### src/rtl/alu_pkg.sv
package alu_pkg;
  localparam int WORD_W = 8;
  localparam int OP_W   = 5;
  localparam int IDX_W  = 3;
  localparam int NIB_W  = WORD_W / 2;
  localparam int PROD_W = 2 * WORD_W;

  typedef enum logic [OP_W-1:0] {
    OP_NOP   = 5'd0,
    OP_ADD   = 5'd1,
    OP_ADDC  = 5'd2,
    OP_SUBB  = 5'd3,
    OP_MUL   = 5'd4,
    OP_DIV   = 5'd5,
    OP_DADJ  = 5'd6,
    OP_RRC   = 5'd7,
    OP_RLC   = 5'd8,
    OP_CMP   = 5'd9,
    OP_CCLR  = 5'd10,
    OP_CSET  = 5'd11,
    OP_CINV  = 5'd12,
    OP_CMOV  = 5'd13,
    OP_CAND  = 5'd14,
    OP_CANDN = 5'd15,
    OP_COR   = 5'd16,
    OP_CORN  = 5'd17
  } op_e;

  typedef struct packed {
    logic c;
    logic ov;
    logic ac;
  } flags_t;

  typedef struct packed {
    logic [WORD_W-1:0] r;
    flags_t            f;
  } arith_t;

  // carry into bit 7 is the carry out of the low seven bits
  function automatic arith_t f_add(input logic [WORD_W-1:0] a,
                                   input logic [WORD_W-1:0] b,
                                   input logic cin);
    arith_t o;
    logic [NIB_W:0]    nib;
    logic [WORD_W-1:0] low7;
    logic [WORD_W:0]   full;
    nib  = {1'b0, a[NIB_W-1:0]} + {1'b0, b[NIB_W-1:0]} + {{NIB_W{1'b0}}, cin};
    low7 = {1'b0, a[WORD_W-2:0]} + {1'b0, b[WORD_W-2:0]} + {{(WORD_W-1){1'b0}}, cin};
    full = {1'b0, a} + {1'b0, b} + {{WORD_W{1'b0}}, cin};
    o.r    = full[WORD_W-1:0];
    o.f.c  = full[WORD_W];
    o.f.ac = nib[NIB_W];
    o.f.ov = low7[WORD_W-1] ^ full[WORD_W];
    return o;
  endfunction

  function automatic arith_t f_sub(input logic [WORD_W-1:0] a,
                                   input logic [WORD_W-1:0] b,
                                   input logic bin);
    arith_t o;
    logic [NIB_W:0]  nib;
    logic [WORD_W:0] full;
    nib  = {1'b0, a[NIB_W-1:0]} - {1'b0, b[NIB_W-1:0]} - {{NIB_W{1'b0}}, bin};
    full = {1'b0, a} - {1'b0, b} - {{WORD_W{1'b0}}, bin};
    o.r    = full[WORD_W-1:0];
    o.f.c  = full[WORD_W];
    o.f.ac = nib[NIB_W];
    o.f.ov = (a[WORD_W-1] ^ b[WORD_W-1]) & (full[WORD_W-1] ^ a[WORD_W-1]);
    return o;
  endfunction

  // restoring division, divisor assumed nonzero; returns {remainder, quotient}
  function automatic logic [PROD_W-1:0] f_div(input logic [WORD_W-1:0] n,
                                              input logic [WORD_W-1:0] d);
    logic [WORD_W:0]   rem;
    logic [WORD_W-1:0] q;
    rem = '0;
    q   = n;
    for (int i = 0; i < WORD_W; i++) begin
      rem = {rem[WORD_W-1:0], q[WORD_W-1]};
      q   = {q[WORD_W-2:0], 1'b0};
      if (rem >= {1'b0, d}) begin
        rem  = rem - {1'b0, d};
        q[0] = 1'b1;
      end
    end
    return {rem[WORD_W-1:0], q};
  endfunction

  // decimal adjust; returns {new carry, adjusted byte}
  function automatic logic [WORD_W:0] f_dadj(input logic [WORD_W-1:0] a,
                                             input logic c,
                                             input logic ac);
    logic [WORD_W:0] s1;
    logic [WORD_W:0] s2;
    logic            cc;
    s1 = {1'b0, a} + ((a[NIB_W-1:0] > 4'd9 || ac) ? 9'h006 : 9'h000);
    cc = c | s1[WORD_W];
    s2 = {1'b0, s1[WORD_W-1:0]} +
         ((s1[WORD_W-1:NIB_W] > 4'd9 || cc) ? 9'h060 : 9'h000);
    return {cc | s2[WORD_W], s2[WORD_W-1:0]};
  endfunction
endpackage

### src/rtl/alu_arith.sv
module alu_arith
  import alu_pkg::*;
(
  input  op_e               op,
  input  logic [WORD_W-1:0] acc,
  input  logic [WORD_W-1:0] opnd,
  input  logic [WORD_W-1:0] breg,
  input  flags_t            f_in,
  output logic [WORD_W-1:0] lo,
  output logic [WORD_W-1:0] hi,
  output flags_t            f_nxt,
  output logic              upd_c,
  output logic              upd_ov,
  output logic              upd_ac
);
  arith_t              sum_r;
  arith_t              dif_r;
  logic [PROD_W-1:0]   prod;
  logic [PROD_W-1:0]   quot_rem;
  logic [WORD_W:0]     dadj_r;
  logic                div_zero;

  assign sum_r    = f_add(acc, opnd, (op == OP_ADDC) ? f_in.c : 1'b0);
  assign dif_r    = f_sub(acc, opnd, f_in.c);
  assign prod     = acc * breg;
  assign div_zero = (breg == '0);
  assign quot_rem = div_zero ? '0 : f_div(acc, breg);
  assign dadj_r   = f_dadj(acc, f_in.c, f_in.ac);

  always_comb begin
    lo     = acc;
    hi     = '0;
    f_nxt  = f_in;
    upd_c  = 1'b0;
    upd_ov = 1'b0;
    upd_ac = 1'b0;
    case (op)
      OP_ADD, OP_ADDC: begin
        lo = sum_r.r; f_nxt = sum_r.f;
        upd_c = 1'b1; upd_ov = 1'b1; upd_ac = 1'b1;
      end
      OP_SUBB: begin
        lo = dif_r.r; f_nxt = dif_r.f;
        upd_c = 1'b1; upd_ov = 1'b1; upd_ac = 1'b1;
      end
      OP_MUL: begin
        lo = prod[WORD_W-1:0];
        hi = prod[PROD_W-1:WORD_W];
        f_nxt.c  = 1'b0;
        f_nxt.ov = |prod[PROD_W-1:WORD_W];
        upd_c = 1'b1; upd_ov = 1'b1;
      end
      OP_DIV: begin
        lo = quot_rem[WORD_W-1:0];
        hi = quot_rem[PROD_W-1:WORD_W];
        f_nxt.c  = 1'b0;
        f_nxt.ov = div_zero;
        upd_c = 1'b1; upd_ov = 1'b1;
      end
      OP_DADJ: begin
        lo = dadj_r[WORD_W-1:0];
        f_nxt.c = dadj_r[WORD_W];
        upd_c = 1'b1;
      end
      OP_RRC: begin
        lo = {f_in.c, acc[WORD_W-1:1]};
        f_nxt.c = acc[0];
        upd_c = 1'b1;
      end
      OP_RLC: begin
        lo = {acc[WORD_W-2:0], f_in.c};
        f_nxt.c = acc[WORD_W-1];
        upd_c = 1'b1;
      end
      OP_CMP: begin
        f_nxt.c = (acc < opnd);
        upd_c = 1'b1;
      end
      default: ;
    endcase
  end
endmodule

### src/rtl/alu_carry_logic.sv
module alu_carry_logic
  import alu_pkg::*;
(
  input  op_e  op,
  input  logic c_in,
  input  logic bit_op,
  output logic hit,
  output logic c_nxt
);
  always_comb begin
    hit   = 1'b1;
    c_nxt = c_in;
    case (op)
      OP_CCLR:  c_nxt = 1'b0;
      OP_CSET:  c_nxt = 1'b1;
      OP_CINV:  c_nxt = ~c_in;
      OP_CMOV:  c_nxt = bit_op;
      OP_CAND:  c_nxt = c_in & bit_op;
      OP_CANDN: c_nxt = c_in & ~bit_op;
      OP_COR:   c_nxt = c_in | bit_op;
      OP_CORN:  c_nxt = c_in | ~bit_op;
      default:  hit = 1'b0;
    endcase
  end
endmodule

### src/rtl/alu_flag_reg.sv
module alu_flag_reg
  import alu_pkg::*;
#(
  parameter int C_POS  = 7,
  parameter int AC_POS = 6,
  parameter int OV_POS = 2
) (
  input  logic              clk,
  input  logic              rst_n,
  input  logic              upd_c,
  input  logic              upd_ov,
  input  logic              upd_ac,
  input  flags_t            alu_f,
  input  logic              wr_byte,
  input  logic [WORD_W-1:0] wdata,
  input  logic              wr_bit,
  input  logic [IDX_W-1:0]  bit_sel,
  input  logic              bit_val,
  output flags_t            flags
);
  localparam logic [IDX_W-1:0] C_IDX  = IDX_W'(C_POS);
  localparam logic [IDX_W-1:0] AC_IDX = IDX_W'(AC_POS);
  localparam logic [IDX_W-1:0] OV_IDX = IDX_W'(OV_POS);

  flags_t nxt;
  logic   unused_wdata;
  assign unused_wdata = ^wdata;

  always_comb begin
    nxt.c  = upd_c  ? alu_f.c  : flags.c;
    nxt.ov = upd_ov ? alu_f.ov : flags.ov;
    nxt.ac = upd_ac ? alu_f.ac : flags.ac;
    if (wr_bit) begin
      if (bit_sel == C_IDX)  nxt.c  = bit_val;
      if (bit_sel == OV_IDX) nxt.ov = bit_val;
      if (bit_sel == AC_IDX) nxt.ac = bit_val;
    end
    if (wr_byte) begin
      nxt.c  = wdata[C_POS];
      nxt.ov = wdata[OV_POS];
      nxt.ac = wdata[AC_POS];
    end
  end

  always_ff @(posedge clk or negedge rst_n) begin
    if (!rst_n) flags <= '0;
    else        flags <= nxt;
  end


  byte_wins_chk: assert property (@(posedge clk) disable iff (!rst_n)
    wr_byte |=> (flags.c == $past(wdata[C_POS])) && (flags.ov == $past(wdata[OV_POS]))
                && (flags.ac == $past(wdata[AC_POS])));


  bit_wr_c_chk: assert property (@(posedge clk) disable iff (!rst_n)
    (wr_bit && !wr_byte && bit_sel == C_IDX) |=> flags.c == $past(bit_val));


  bit_wr_ov_chk: assert property (@(posedge clk) disable iff (!rst_n)
    (wr_bit && !wr_byte && bit_sel == OV_IDX) |=> flags.ov == $past(bit_val));
endmodule

### src/rtl/acc_alu_flags.sv
module acc_alu_flags
  import alu_pkg::*;
#(
  parameter int C_POS  = 7,
  parameter int AC_POS = 6,
  parameter int OV_POS = 2
) (
  input  logic              clk,
  input  logic              rst_n,
  input  logic              op_valid,
  input  logic [OP_W-1:0]   op_sel,
  input  logic [WORD_W-1:0] acc_in,
  input  logic [WORD_W-1:0] opnd_in,
  input  logic [WORD_W-1:0] breg_in,
  input  logic              bit_in,
  input  logic              psw_wr_byte,
  input  logic [WORD_W-1:0] psw_wdata,
  input  logic              psw_wr_bit,
  input  logic [IDX_W-1:0]  psw_bit_sel,
  input  logic              psw_bit_val,
  output logic              res_valid,
  output logic [WORD_W-1:0] res_lo,
  output logic [WORD_W-1:0] res_hi,
  output logic              flag_c,
  output logic              flag_ov,
  output logic              flag_ac
);
  localparam logic [IDX_W-1:0] C_IDX  = IDX_W'(C_POS);
  localparam logic [IDX_W-1:0] AC_IDX = IDX_W'(AC_POS);
  localparam logic [IDX_W-1:0] OV_IDX = IDX_W'(OV_POS);

  op_e               op;
  flags_t            cur_f;
  flags_t            arith_f;
  flags_t            alu_f;
  logic [WORD_W-1:0] arith_lo;
  logic [WORD_W-1:0] arith_hi;
  logic              ar_upd_c, ar_upd_ov, ar_upd_ac;
  logic              bool_hit, bool_c;
  logic              upd_c, upd_ov, upd_ac;
  // named events for the assertions
  logic              c_written, ov_written, ac_written;

  assign op = op_e'(op_sel);

  alu_arith u_arith (
    .op(op), .acc(acc_in), .opnd(opnd_in), .breg(breg_in), .f_in(cur_f),
    .lo(arith_lo), .hi(arith_hi), .f_nxt(arith_f),
    .upd_c(ar_upd_c), .upd_ov(ar_upd_ov), .upd_ac(ar_upd_ac)
  );

  alu_carry_logic u_carry (
    .op(op), .c_in(cur_f.c), .bit_op(bit_in), .hit(bool_hit), .c_nxt(bool_c)
  );

  always_comb begin
    alu_f   = arith_f;
    alu_f.c = bool_hit ? bool_c : arith_f.c;
  end

  assign upd_c  = op_valid & (ar_upd_c | bool_hit);
  assign upd_ov = op_valid & ar_upd_ov;
  assign upd_ac = op_valid & ar_upd_ac;

  assign c_written  = psw_wr_byte | (psw_wr_bit & (psw_bit_sel == C_IDX));
  assign ov_written = psw_wr_byte | (psw_wr_bit & (psw_bit_sel == OV_IDX));
  assign ac_written = psw_wr_byte | (psw_wr_bit & (psw_bit_sel == AC_IDX));

  alu_flag_reg #(.C_POS(C_POS), .AC_POS(AC_POS), .OV_POS(OV_POS)) u_flags (
    .clk(clk), .rst_n(rst_n),
    .upd_c(upd_c), .upd_ov(upd_ov), .upd_ac(upd_ac), .alu_f(alu_f),
    .wr_byte(psw_wr_byte), .wdata(psw_wdata),
    .wr_bit(psw_wr_bit), .bit_sel(psw_bit_sel), .bit_val(psw_bit_val),
    .flags(cur_f)
  );

  assign flag_c  = cur_f.c;
  assign flag_ov = cur_f.ov;
  assign flag_ac = cur_f.ac;

  always_ff @(posedge clk or negedge rst_n) begin
    if (!rst_n) begin
      res_valid <= 1'b0;
      res_lo    <= '0;
      res_hi    <= '0;
    end else begin
      res_valid <= op_valid;
      if (op_valid) begin
        res_lo <= arith_lo;
        res_hi <= arith_hi;
      end
    end
  end


  valid_follow_chk: assert property (@(posedge clk) disable iff (!rst_n)
    op_valid |=> res_valid);


  valid_idle_chk: assert property (@(posedge clk) disable iff (!rst_n)
    !op_valid |=> !res_valid);


  muldiv_c_clear_chk: assert property (@(posedge clk) disable iff (!rst_n)
    (op_valid && (op_sel == OP_MUL || op_sel == OP_DIV) && !c_written) |=> !flag_c);


  ac_hold_chk: assert property (@(posedge clk) disable iff (!rst_n)
    (!(op_valid && (op_sel == OP_ADD || op_sel == OP_ADDC || op_sel == OP_SUBB))
     && !ac_written) |=> flag_ac == $past(flag_ac));


  ov_hold_chk: assert property (@(posedge clk) disable iff (!rst_n)
    (!upd_ov && !ov_written) |=> flag_ov == $past(flag_ov));


  cmp_chk: assert property (@(posedge clk) disable iff (!rst_n)
    (op_valid && op_sel == OP_CMP && !c_written) |=> flag_c == ($past(acc_in) < $past(opnd_in)));


  dadj_sticky_chk: assert property (@(posedge clk) disable iff (!rst_n)
    (op_valid && op_sel == OP_DADJ && flag_c && !c_written) |=> flag_c);
endmodule

### config.mk
export PLATFORM = sky130hd
export DESIGN_NAME = acc_alu_flags
export DESIGN_NICKNAME = d
export VERILOG_FILES = /design/src/rtl/alu_pkg.sv /design/src/rtl/alu_arith.sv /design/src/rtl/alu_carry_logic.sv /design/src/rtl/alu_flag_reg.sv /design/src/rtl/acc_alu_flags.sv
export SDC_FILE = /design/constraint.sdc
export NUM_CORES = 1
export LEC_CHECK = 0
export BUFFER_PORTS_ARGS = -buffer_cell sky130_fd_sc_hd__buf_2
export CAP_MARGIN = 40
export CORE_ASPECT_RATIO = 0.8
export CORE_MARGIN = 4
export CORE_UTILIZATION = 45
export CTS_BUF_LIST = sky130_fd_sc_hd__clkbuf_8
export DETAILED_ROUTE_END_ITERATION = 8
export PLACE_DENSITY = 0.75
export SYNTH_ARGS = -nofsm -noshare
export SYNTH_HDL_FRONTEND = slang
export SYNTH_SLANG_ARGS = --single-unit
### constraint.sdc
create_clock -name clk -period 3.3 [get_ports clk]
set_input_delay 0.165 -clock clk [delete_from_list [all_inputs] [get_ports clk]]
set_output_delay 0.165 -clock clk [all_outputs]
set_load 0.1 [all_outputs]
==> impl_results.md, run 1 <==
- Clock transition at path regs: 0.07 ns
- Cell Rows: 43
- Die Wd: 156 um
- Synthesis-to-finish area growth: 54.3%
- Design Power: 8.44 mW
- Clock root buffer master: clkbuf_8
- Multiplexer area fraction after synthesis: 6.00%
- Worst EP required: 3.45 ns
- Initial antenna violation count: 1
- Run status: finished, violations left
- Max-cap violations: 0
- Area leader, netlist: ha_1
- Reg2reg setup slack: -0.63 ns
- Slew Viols, Final: 0
- Final Wtd Congestion: 1.03
- # IOs: 67
- Final setup violation count: 18
- Peak fanout along the critical path: 7
- Final Hold Viols: 0
- Slew headroom: 52.4%
- F_max: 0.0704 GHz
- Hold Crit Depth: 3
- Synthesis Warnings: 0
- Vias: 9315
- Post-Syn Instances: 999
- Worst EP arrival: 14.36 ns
- Hold EP: u_flags.flags[0]$_DFF_PN0_
- Area occupied by multi-input gates: 0.00779 mm^2
- Power per cell area: 690 mW/mm^2
- Cts bufs inserted: 3
- RSZ-0062 raised after global routing: yes
- Ys async rst share: 100%
- VDD IR max: 1.11 mV
- Setup ws final: -10.91 ns
- Vias per cell: 5.84
- Critical path origin: breg_in[7]
- Mapped Nets: 1230
- Reg2reg end: res_lo[6]$_DFFE_PN0P_
- H-tree depth: 1
- XOR/XNOR Fraction of Synth Area: 7.18%
- Reg area: 505 um^2
- Leak: 5.99 nW
- Number of I/O port buffers: 61
- Die area: 0.0198 mm^2
- Vias in the first global route: 9274
- Synthesized area: 0.00793 mm^2
- Min cycle time layout: 14.21 ns
- Gr ovfl total: 0
- Post-layout util: 70.6%
- CTS tree: yes
- Worst r2r src: u_flags.flags[0]$_DFF_PN0_
- DRC Markers: 0
- Slew @ Worst Pin: 0.703 ns
- Initial drt markers: 823
- Simple-gate area share of the yosys netlist: 17.6%
- Period utilisation layout: 431%
- Layout cells sized above 1: 43.3%
- Failing checks: negative setup slack
- Most frequent CP cell: ha_4
- Largest net degree at the start of global routing: 37
- Max incr delay on CP: 0.56 ns
- Area share of fa/ha/maj cells after synthesis: 33.7%
- Kind of start point of the critical path: input port
- Clock Skew: 0.00973 ns
- Complex-gate fraction of the synthesized area: 21.8%
- Hold_sp: psw_wdata[6]
- DR pass1 iterations: 6
- # clock sinks: 20
- Drt total wl: 31900 um
- Number of routed nets with antenna violations: 0
- Synth top area share: 21.3%
- Post-synthesis sequential area ratio: 6.31%
- Commonest non-fill, non-tap cell in the layout: buf_4
- Worst-skew pair later-pin latency: 0.26 ns
- Crit. End Element: flip-flop
- ANT cells: 0
- Initial core utilization: 45.8%
- Yosys reg bits: 20
- Worst path slowest cell: or4_4
- Routed len/inst: 20.0 um
- Largest family of logic cells by synthesized area: adder cells
- R2R depth: 18
- Max Root-Sink Buffers: 2
- Unique masters post-synth: 78
- WHS: 0.132 ns
- Ys flop type: dfrtp_1
- Post-DP HPWL: 22600 um
- Number of flops mapped to enable cells by yosys: 0
- Total core area: 0.0173 mm^2
- First-pass GRT wire length: 46800 um
- Critical path type: input port to flip-flop
- Mapped Avg Cell Area: 7.94 um^2
- Commonest non-fill, non-tap cells in the layout: buf_4, ha_1, inv_1
- Filler cells: 1209
- Final net count: 1603
- Top post-synthesis cells by area: ha_1, fa_1, dfrtp_1, inv_1, xnor2_1
- GRT Total Usage: 29.2%
- DIE HEIGHT: 127 um
- Worst Hold Class: input port to flip-flop
what timing repair did:
| item | CTS | global route |
|---|---|---|
| buffers inserted | 61 | 21 |
| setup endpoints to repair | 18 | 18 |
| hold endpoints to repair | 20 | 0 |
| hold buffers | 1 | 0 |
| gates cloned | 1 | 0 |
| pin swaps | 35 | 92 |
| resized for setup | 82 | 87 |
layer usage:
layer	track usage [%]	wire length (um)
met5	0	7
met4	8.62	1330
met3	8.05	3040
met2	46.6	14400
met1	38.8	13200
critical path: cells and delay by family:
family / cells / cell delay [ns]
AO/OA/AOI/OAI: 40 / 7.76
AND/OR/NAND/NOR: 16 / 2.83
multiplexers: 5 / 1.61
adder cells (fa/ha/maj): 7 / 1.39
buffers and inverters: 6 / 0.61
worst max path at each step:
stage | endpoint | slack, ns | depth (start not counted)
finish | res_hi[2]$_DFFE_PN0P_ | -10.91 | 74
global route | res_hi[3]$_DFFE_PN0P_ | -11.50 | 76
CTS | res_hi[2]$_DFFE_PN0P_ | -10.21 | 73
detailed placement | res_hi[2]$_DFFE_PN0P_ | -11.09 | 72
global placement | res_hi[2]$_DFFE_PN0P_ | -10.56 | 72
floorplan | res_hi[2]$_DFFE_PN0P_ | -10.73 | 75
state kept, by name (all words and copies together), names as in the netlist:
signal and count:
res_hi 8, res_lo 8, res_valid 1, u_flags.flags 3
synthesized netlist by cell type, drive strengths merged, types with 12 or more instances:
library cell and n:
ha 135, inv 115, nor2 94, a21oi 65
o21ai 64, nand2 57, fa 49, xnor2 44
mux2 27, xor2 21, dfrtp 20, o21bai 20
nand3 19, nor2b 19, a21o 17, clkbuf 17
mux2i 16, clkinv 14, nand2b 14, nand4 13
o211ai 13, nor3 12
through the flow:
| stage | instance area (um^2) | instances | worst slack (ns) | TNS (ns) |
|---|---|---|---|---|
| floorplan | 8550 | 999 | -10.73 | -121.53 |
| global placement | 10800 | 1514 | -10.56 | -125.18 |
| detailed placement | 10800 | 1514 | -11.09 | -131.06 |
| CTS | 11700 | 1580 | -10.21 | -118.03 |
| global route | 12200 | 1596 | -11.50 | -133.63 |
| finish | 12200 | 1596 | -10.91 | -126.27 |
power by group:
| part | switching (mW) | leakage, nW | internal (mW) |
|---|---|---|---|
| Sequential | 0.0265 | 0.242 | 0.283 |
| Clock | 0.0757 | 0.0269 | 0.0827 |
| Combinational | 3.90 | 5.72 | 4.07 |
cell families after synthesis:
logic type               Yosys count
XOR/XNOR                          65
AND/OR/NAND/NOR                  281
AO/OA/AOI/OAI                    256
adder cells (fa/ha/maj)          184
buffers and inverters            150
flip-flops                        20
multiplexers                      43
cell type report:
class	instances	share of cell area [%]
clock buffers	3	0.338
clock inverters	1	0.0307
inverters	129	5.20
multi-input cells	830	63.7
flip-flops and latches	20	4.13
well taps	225	2.30
repair buffers	388	24.3
Power figures use the tool's default switching activity.
==> run 2: changes to the inputs <==
--- a/config.mk
+++ b/config.mk
@@ -15,4 +15,5 @@
 export PLACE_DENSITY = 0.75
 export SYNTH_ARGS = -nofsm -noshare
 export SYNTH_HDL_FRONTEND = slang
+export SYNTH_HIERARCHICAL = 1
 export SYNTH_SLANG_ARGS = --single-unit
==> run 2 against run 1 <==
Against the previous run:
- the run still ends with negative setup slack left
- clock power rose by 4%
- synthesized cell count increased by 6.2%
- highest routed layer unchanged
- routed wire length is 24% higher
- worst setup slack lost 0.075 ns
- clock skew rose by 0.0025 ns
- hold slack got worse by 0.0082 ns
==> impl_results.md, run 2 <==
- Run status: finished, violations left
- Failing checks: negative setup slack
- # clock sinks: 20
- Largest family of logic cells by synthesized area: adder cells
- Final Hold Viols: 0
- Layout cells sized above 1: 46.4%
- CTS tree: yes
- Area leader, netlist: ha_1
- Initial antenna violation count: 1
- Worst EP required: 3.49 ns
- Design Power: 9.60 mW
- CP endpoint: res_hi[0]$_DFFE_PN0P_
- Post-DP HPWL: 25400 um
- DRC Markers: 0
- DR pass1 iterations: 9
- Yosys reg bits: 20
- Post-Syn Instances: 1061
- Unique masters post-synth: 96
- R2R depth: 22
- Gr ovfl total: 0
- Most numerous cell in the Yosys netlist: ha_1
- Largest net degree at the start of global routing: 25
- Drt total wl: 39500 um
- VDD IR max: 1.37 mV
- Number of flops mapped to enable cells by yosys: 0
- Crit. End Element: flip-flop
- Complex-gate fraction of the synthesized area: 22.1%
- Cell Rows: 44
- Worst-skew pair later-pin latency: 0.26 ns
- Vias: 10.9k
- Commonest non-fill, non-tap cell in the layout: buf_4
- Die Wd: 161 um
- Initial core utilization: 46.2%
- RSZ-0062 raised after global routing: yes
- Ys flop type: dfrtp_1
- Clock transition at path regs: 0.08 ns
- Clock root buffer master: clkbuf_8
- Max-cap violations: 0
- Final setup violation count: 18
- Worst EP arrival: 14.48 ns
- Max incr delay on CP: 0.52 ns
- Synthesized area: 0.00848 mm^2
- First-pass GRT wire length: 54000 um
- Reg2reg setup slack: -0.64 ns
- Routed len/inst: 22.6 um
- Mapped Nets: 1292
- Setup ws final: -10.99 ns
- Mapped Avg Cell Area: 7.99 um^2
- H-tree depth: 1
- Synth top cells by count: ha_1, inv_1, nor2_1
- Worst path slowest cell: or4_4
- # IOs: 67
- Worst r2r src: u_flags/flags[0]$_DFF_PN0_
- Setup TNS: -126.75 ns
- Slew headroom: 33.9%
- Simple-gate area share of the yosys netlist: 19.6%
- Period utilisation layout: 433%
- Slew Viols, Final: 0
- Kind of start point of the critical path: input port
- Final net count: 1726
- Peak fanout along the critical path: 6
- Multiplexer area fraction after synthesis: 7.03%
- Synth top area share: 19.9%
- Reg2reg end: u_flags/flags[2]$_DFF_PN0_
- Number of I/O port buffers: 61
- Min cycle time layout: 14.29 ns
- Synthesis Warnings: 6
- Critical path origin: breg_in[0]
- Worst Hold Class: input port to flip-flop
- XOR/XNOR Fraction of Synth Area: 6.41%
- Synthesis-to-finish area growth: 57.9%
- Max Root-Sink Buffers: 2
- Clock Skew: 0.0123 ns
- Filler cells: 1189
- Top flop regs: res_hi: 8 flops, res_lo: 8 flops, u_flags/flags: 3 flops
- Top post-synthesis cells by area: ha_1, fa_1, dfrtp_1, inv_1, xnor2_1
- Die area: 0.0211 mm^2
- Critical path type: input port to flip-flop
- DIE HEIGHT: 131 um
- Ys async rst share: 100%
- Power per cell area: 717 mW/mm^2
- ANT cells: 0
- GRT Total Usage: 32.0%
- F_max: 0.0700 GHz
- Post-synthesis sequential area ratio: 5.90%
- Cts bufs inserted: 3
- Slew @ Worst Pin: 0.984 ns
- Final Wtd Congestion: 0.982
- Initial drt markers: 1253
- Leak: 6.58 nW
- Area share of fa/ha/maj cells after synthesis: 31.5%
- Vias per cell: 6.23
- Number of routed nets with antenna violations: 0
- Vias in the first global route: 10.4k
- Most frequent CP cell: ha_4
- Commonest non-fill, non-tap cells in the layout: buf_4, ha_1, inv_1
- Total core area: 0.0183 mm^2
## run 2: changes by cell type after synthesis, sizes merged, moves of 7 or more
cell | before | now
a21boi | 4 | 11
and4 | 0 | 7
clkinv | 14 | 6
mux2 | 27 | 34
nand2 | 57 | 79
nand3 | 19 | 11
nor4 | 6 | 13
o211ai | 13 | 4
o21a | 8 | 18
o21ai | 64 | 54
o21bai | 20 | 12
o22ai | 4 | 11
o31ai | 3 | 10
xor2 | 21 | 13
## run 2: metal layers
layer  track usage, %  up-vias  share of wire, %
met2             51.7      852                43
met4             10.9        2               6.6
li1                 -     4645                 -
met1             41.8     5099                37
met3             8.81      288                13
met5                0        -             0.018
## run 2: worst min-delay path by stage
stage,cells after the start,startpoint,to
after detailed placement,1,rst_n,res_hi[2]$_DFFE_PN0P_
after CTS,3,psw_wdata[7],u_flags/flags[2]$_DFF_PN0_
after global routing,3,psw_wdata[6],u_flags/flags[0]$_DFF_PN0_
final,3,psw_wdata[6],u_flags/flags[0]$_DFF_PN0_
after floorplan,0,rst_n,res_hi[0]$_DFFE_PN0P_
after global placement,1,rst_n,res_lo[7]$_DFFE_PN0P_
## run 2: repair_timing
item | CTS | global route
setup buffers | 65 | 23
endpoints found under the setup margin | 18 | 18
gates resized for setup | 106 | 102
pin swaps | 63 | 83
hold buffers | 1 | 0
cloned | 1 | 0
endpoints found under the hold margin | 20 | 0
## run 2: worst max-delay path, delay by kind of cell
family,cells,cell delay (ns)
buf+inv,12,1.62
mux,5,1.35
compound gates,33,6.21
fa+ha+maj,8,2.09
simple gates,14,3.00
## run 2: stage by stage
stage	util (%)	area, um^2	instances	hold slack [ns]	worst slack, ns
2_1_floorplan	-	8980	1061	-0.131	-10.81
3_3_place_gp	63.8	11700	1654	0.125	-10.41
3_5_place_dp	63.8	11700	1655	0.135	-10.98
4_1_cts	69.5	12700	1725	0.121	-10.19
5_1_grt	73.0	13400	1747	0.130	-11.27
6_report	73.0	13400	1747	0.124	-10.99
## run 2: layout make-up
class,count,area (um^2),area share [%]
clock inverter,1,3.75,0.0281
multi-input combinational,886,8540,63.8
inverter,126,515,3.85
clock buffer,3,41.3,0.309
tap,253,317,2.37
timing repair buffer,458,3460,25.9
sequential,20,508,3.80
## run 2: logic make-up (layout without fill, tap and decap cells)
| group | after synthesis | count (layout) |
|---|---|---|
| fa+ha+maj | 184 | 184 |
| buf+inv | 156 | 588 |
| xor+xnor | 62 | 62 |
| compound gates | 266 | 267 |
| mux | 51 | 51 |
| flops | 20 | 20 |
| simple gates | 322 | 322 |
## run 2: power breakdown
| group | internal, mW | switching, mW |
|---|---|---|
| logic | 4.44 | 4.67 |
| registers | 0.289 | 0.0337 |
| clock network | 0.0829 | 0.0815 |
==> run 3: changes to the inputs <==
--- a/config.mk
+++ b/config.mk
@@ -5,6 +5,7 @@
 export SDC_FILE = /design/constraint.sdc
 export NUM_CORES = 1
 export LEC_CHECK = 0
+export ABC_AREA = 1
 export BUFFER_PORTS_ARGS = -buffer_cell sky130_fd_sc_hd__buf_2
 export CAP_MARGIN = 40
 export CORE_ASPECT_RATIO = 0.8
@@ -13,7 +14,7 @@
 export CTS_BUF_LIST = sky130_fd_sc_hd__clkbuf_8
 export DETAILED_ROUTE_END_ITERATION = 8
 export PLACE_DENSITY = 0.75
+export SKIP_LAST_GASP = 1
 export SYNTH_ARGS = -nofsm -noshare
 export SYNTH_HDL_FRONTEND = slang
-export SYNTH_HIERARCHICAL = 1
 export SYNTH_SLANG_ARGS = --single-unit
==> run 3 against run 2 <==
Against the previous run:
- the run still ends with negative setup slack left
- register-to-register slack got worse by 0.10 ns
- critical path type unchanged
- die area rose by 1.7%
- largest cell class unchanged
- fmax rose by 26%
- via count rose by 8.2%
- cell count rose by 16%
- first-iteration DRC count rose by 22%
- synthesized area rose by 1.8%
- sequential share of layout area fell by 0.16 points
- cell area rose by 4.4%
- count of clock-buffer cells in the layout did not move
==> impl_results.md, run 3 <==
- Run status: finished, violations left
- Failing checks: negative setup slack
- Clock share of power: 2.3%
- Initial core utilization: 46.6%
- Layout cells sized above 1: 46.0%
- Synthesis Warnings: 0
- Ys flop type: dfrtp_1
- DRC Markers: 0
- Most numerous cell in the Yosys netlist: nand2_1
- Initial drt markers: 1528
- Final Wtd Congestion: 0.962
- Number of I/O port buffers: 61
- Vias in the first global route: 11.0k
- Top post-synthesis cells by area: ha_1, nand2_1, inv_1, fa_1, dfrtp_1
- Critical path origin: acc_in[7]
- Post-synthesis sequential area ratio: 5.80%
- Die Wd: 163 um
- ANT cells: 0
- Combinational share of power: 95.1%
- Number of routed nets with antenna violations: 0
- Synthesis-to-finish area growth: 61.9%
- Area leader, netlist: ha_1
- Final setup violation count: 18
- Most frequent CP cell: nand2_2
- Sw frac: 50.7%
- Net switching power figure: 6.20 mW
- Initial antenna violation count: 0
- Clock transition at path regs: 0.11 ns
- Leak: 7.67 nW
- Period utilisation layout: 344%
- Worst EP arrival: 11.59 ns
- Vias per cell: 5.84
- Power per cell area: 875 mW/mm^2
- H-tree depth: 1
- Setup TNS: -94.84 ns
- Worst-skew pair later-pin latency: 0.30 ns
- Final net count: 1998
- Synth top area share: 19.6%
- Drt total wl: 41300 um
- Post-Syn Instances: 1309
- Routed len/inst: 20.4 um
- Cts bufs inserted: 3
- Final Hold Viols: 0
- Synth top cells by count: nand2_1, inv_1, ha_1
- Commonest non-fill, non-tap cell in the layout: buf_4
- Clock root buffer master: clkbuf_8
- Worst EP required: 3.54 ns
- Worst r2r src: u_flags.flags[0]$_DFF_PN0_
- Post-DP HPWL: 23500 um
- Mapped Nets: 1540
- Worst Hold Class: input port to flip-flop
- Largest net degree at the start of global routing: 26
- Clock Skew: 0.0142 ns
- Die area: 0.0215 mm^2
- Setup ws final: -8.05 ns
- Slew Viols, Final: 0
- Ys async rst share: 100%
- RSZ-0062 raised after global routing: yes
- Hold_sp: psw_wdata[6]
- Yosys reg bits: 20
- Kind of start point of the critical path: input port
- Commonest non-fill, non-tap cells in the layout: buf_4, inv_1, nand2_1
- Slew @ Worst Pin: 0.755 ns
- Unique masters post-synth: 59
- # IOs: 67
- DIE HEIGHT: 132 um
- Worst path slowest cell: or4_4
- Min cycle time layout: 11.35 ns
- Synthesized area: 0.00862 mm^2
- Peak fanout along the critical path: 8
- Number of flops mapped to enable cells by yosys: 0
- First-pass GRT wire length: 54200 um
- Crit. End Element: flip-flop
- Seq pwr share: 2.6%
- Max incr delay on CP: 0.45 ns
- F_max: 0.0881 GHz
- Mapped Avg Cell Area: 6.59 um^2
- Design Power: 12.2 mW
- GRT Total Usage: 30.6%
- CTS tree: yes
- Critical path type: input port to flip-flop
- Vias: 11.8k
- Top flop regs: res_hi: 8 flops, res_lo: 8 flops, u_flags.flags: 3 flops
- Total core area: 0.0185 mm^2
- Slew headroom: 49.5%
- # clock sinks: 20
- Internal power: 6.02 mW
- Max Root-Sink Buffers: 2
- Gr ovfl total: 0
- DR pass1 iterations: 9
- WHS: 0.0663 ns
- Cell Rows: 44
- Max-cap violations: 0
- VDD IR max: 1.74 mV
==> run 3: cell count changes in the layout (fill, tap and decap cells not counted), moves of 16 or more <==
cell	previous run	this run
nand2_1	72	233
mux2_4	22	1
inv_1	105	245
xnor2_1	47	11
inv_2	10	44
xor2_1	10	35
ha_4	24	40
nand3_1	10	47
o21ai_0	29	12
nand3_2	0	27
nand2_2	3	64
buf_6	19	38
nor2b_1	19	0
==> run 3: power by group through the flow <==
| stage | registers [mW] | clock network (mW) | logic (mW) |
|---|---|---|---|
| after floorplan | 0.571 | 0 | 5.17 |
| after global placement | 0.316 | 0 | 8.70 |
| after detailed placement | 0.315 | 0 | 9.02 |
| after CTS | 0.311 | 0.267 | 10.6 |
| after global routing | 0.316 | 0.291 | 12.5 |
| final | 0.315 | 0.283 | 11.6 |
==> run 3: layer usage <==
metal / GRT usage (%) / wire [um] / vias to the layer above
met5: 0 / 0 / -
met4: 12.9 / 3990 / 0
met3: 3.91 / 4680 / 406
met2: 52.5 / 18200 / 956
met1: 38.7 / 14400 / 5365
li1: - / - / 5055
==> run 3: area by class of cell <==
type	instances	area (um^2)
well taps	253	317
fillers	1144	4530
inverters	304	1180
repair buffers	475	3700
clock buffers	3	41.3
flip-flops and latches	20	508
multi-input cells	963	8190
clock inverters	1	30.0
==> run 3: logic make-up (layout without fill, tap and decap cells) <==
logic type      count (synthesis)  count (layout)  synth area share (%)
simple gates                  546             549                  29.7
buf+inv                       329             783                  15.3
fa+ha+maj                     184             184                  31.0
compound gates                179             179                  13.0
xor+xnor                       50              50                  5.08
flops                          20              20                  5.80
mux                             1               1                 0.131
==> run 3: through the flow <==
stage	setup slack [ns]	util [%]	cell area [um^2]	std cells
finish	-8.05	75.5	14000	2019
global placement	-7.67	61.8	11400	1862
floorplan	-7.61	-	9060	1309
global route	-8.68	75.5	14000	2019
CTS	-7.21	71.0	13100	1985
detailed placement	-8.20	61.8	11400	1862
==> run 3: timing repair <==
item,CTS,global route
endpoints found under the setup margin,18,18
buffers inserted,119,36
hold endpoints to repair,20,0
cloned,2,1
hold buffers,1,0
pin swaps,114,134
gates resized for setup,178,142
==> run 3: final timing paths <==
kind                                               to  slack [ns]  cells past startpoint
setup reg to reg                res_lo[6]$_DFFE_PN0P_       -0.74                     19
setup / recovery                res_hi[1]$_DFFE_PN0P_       -8.05                     92
hold / removal             u_flags.flags[0]$_DFF_PN0_        0.07                      3
min in group asynchronous  u_flags.flags[2]$_DFF_PN0_        0.37                      2
max in group asynchronous  u_flags.flags[0]$_DFF_PN0_        2.53                      2
hold reg to reg                 res_hi[6]$_DFFE_PN0P_        0.52                      2
==> run 3: worst max-delay path: cells and delay by family <==
kind	cells	cell delay (ns)
AND/OR/NAND/NOR	44	4.60
AO/OA/AOI/OAI	17	2.39
adder cells (fa/ha/maj)	8	2.13
buffers and inverters	22	1.99
XOR/XNOR	1	0.25
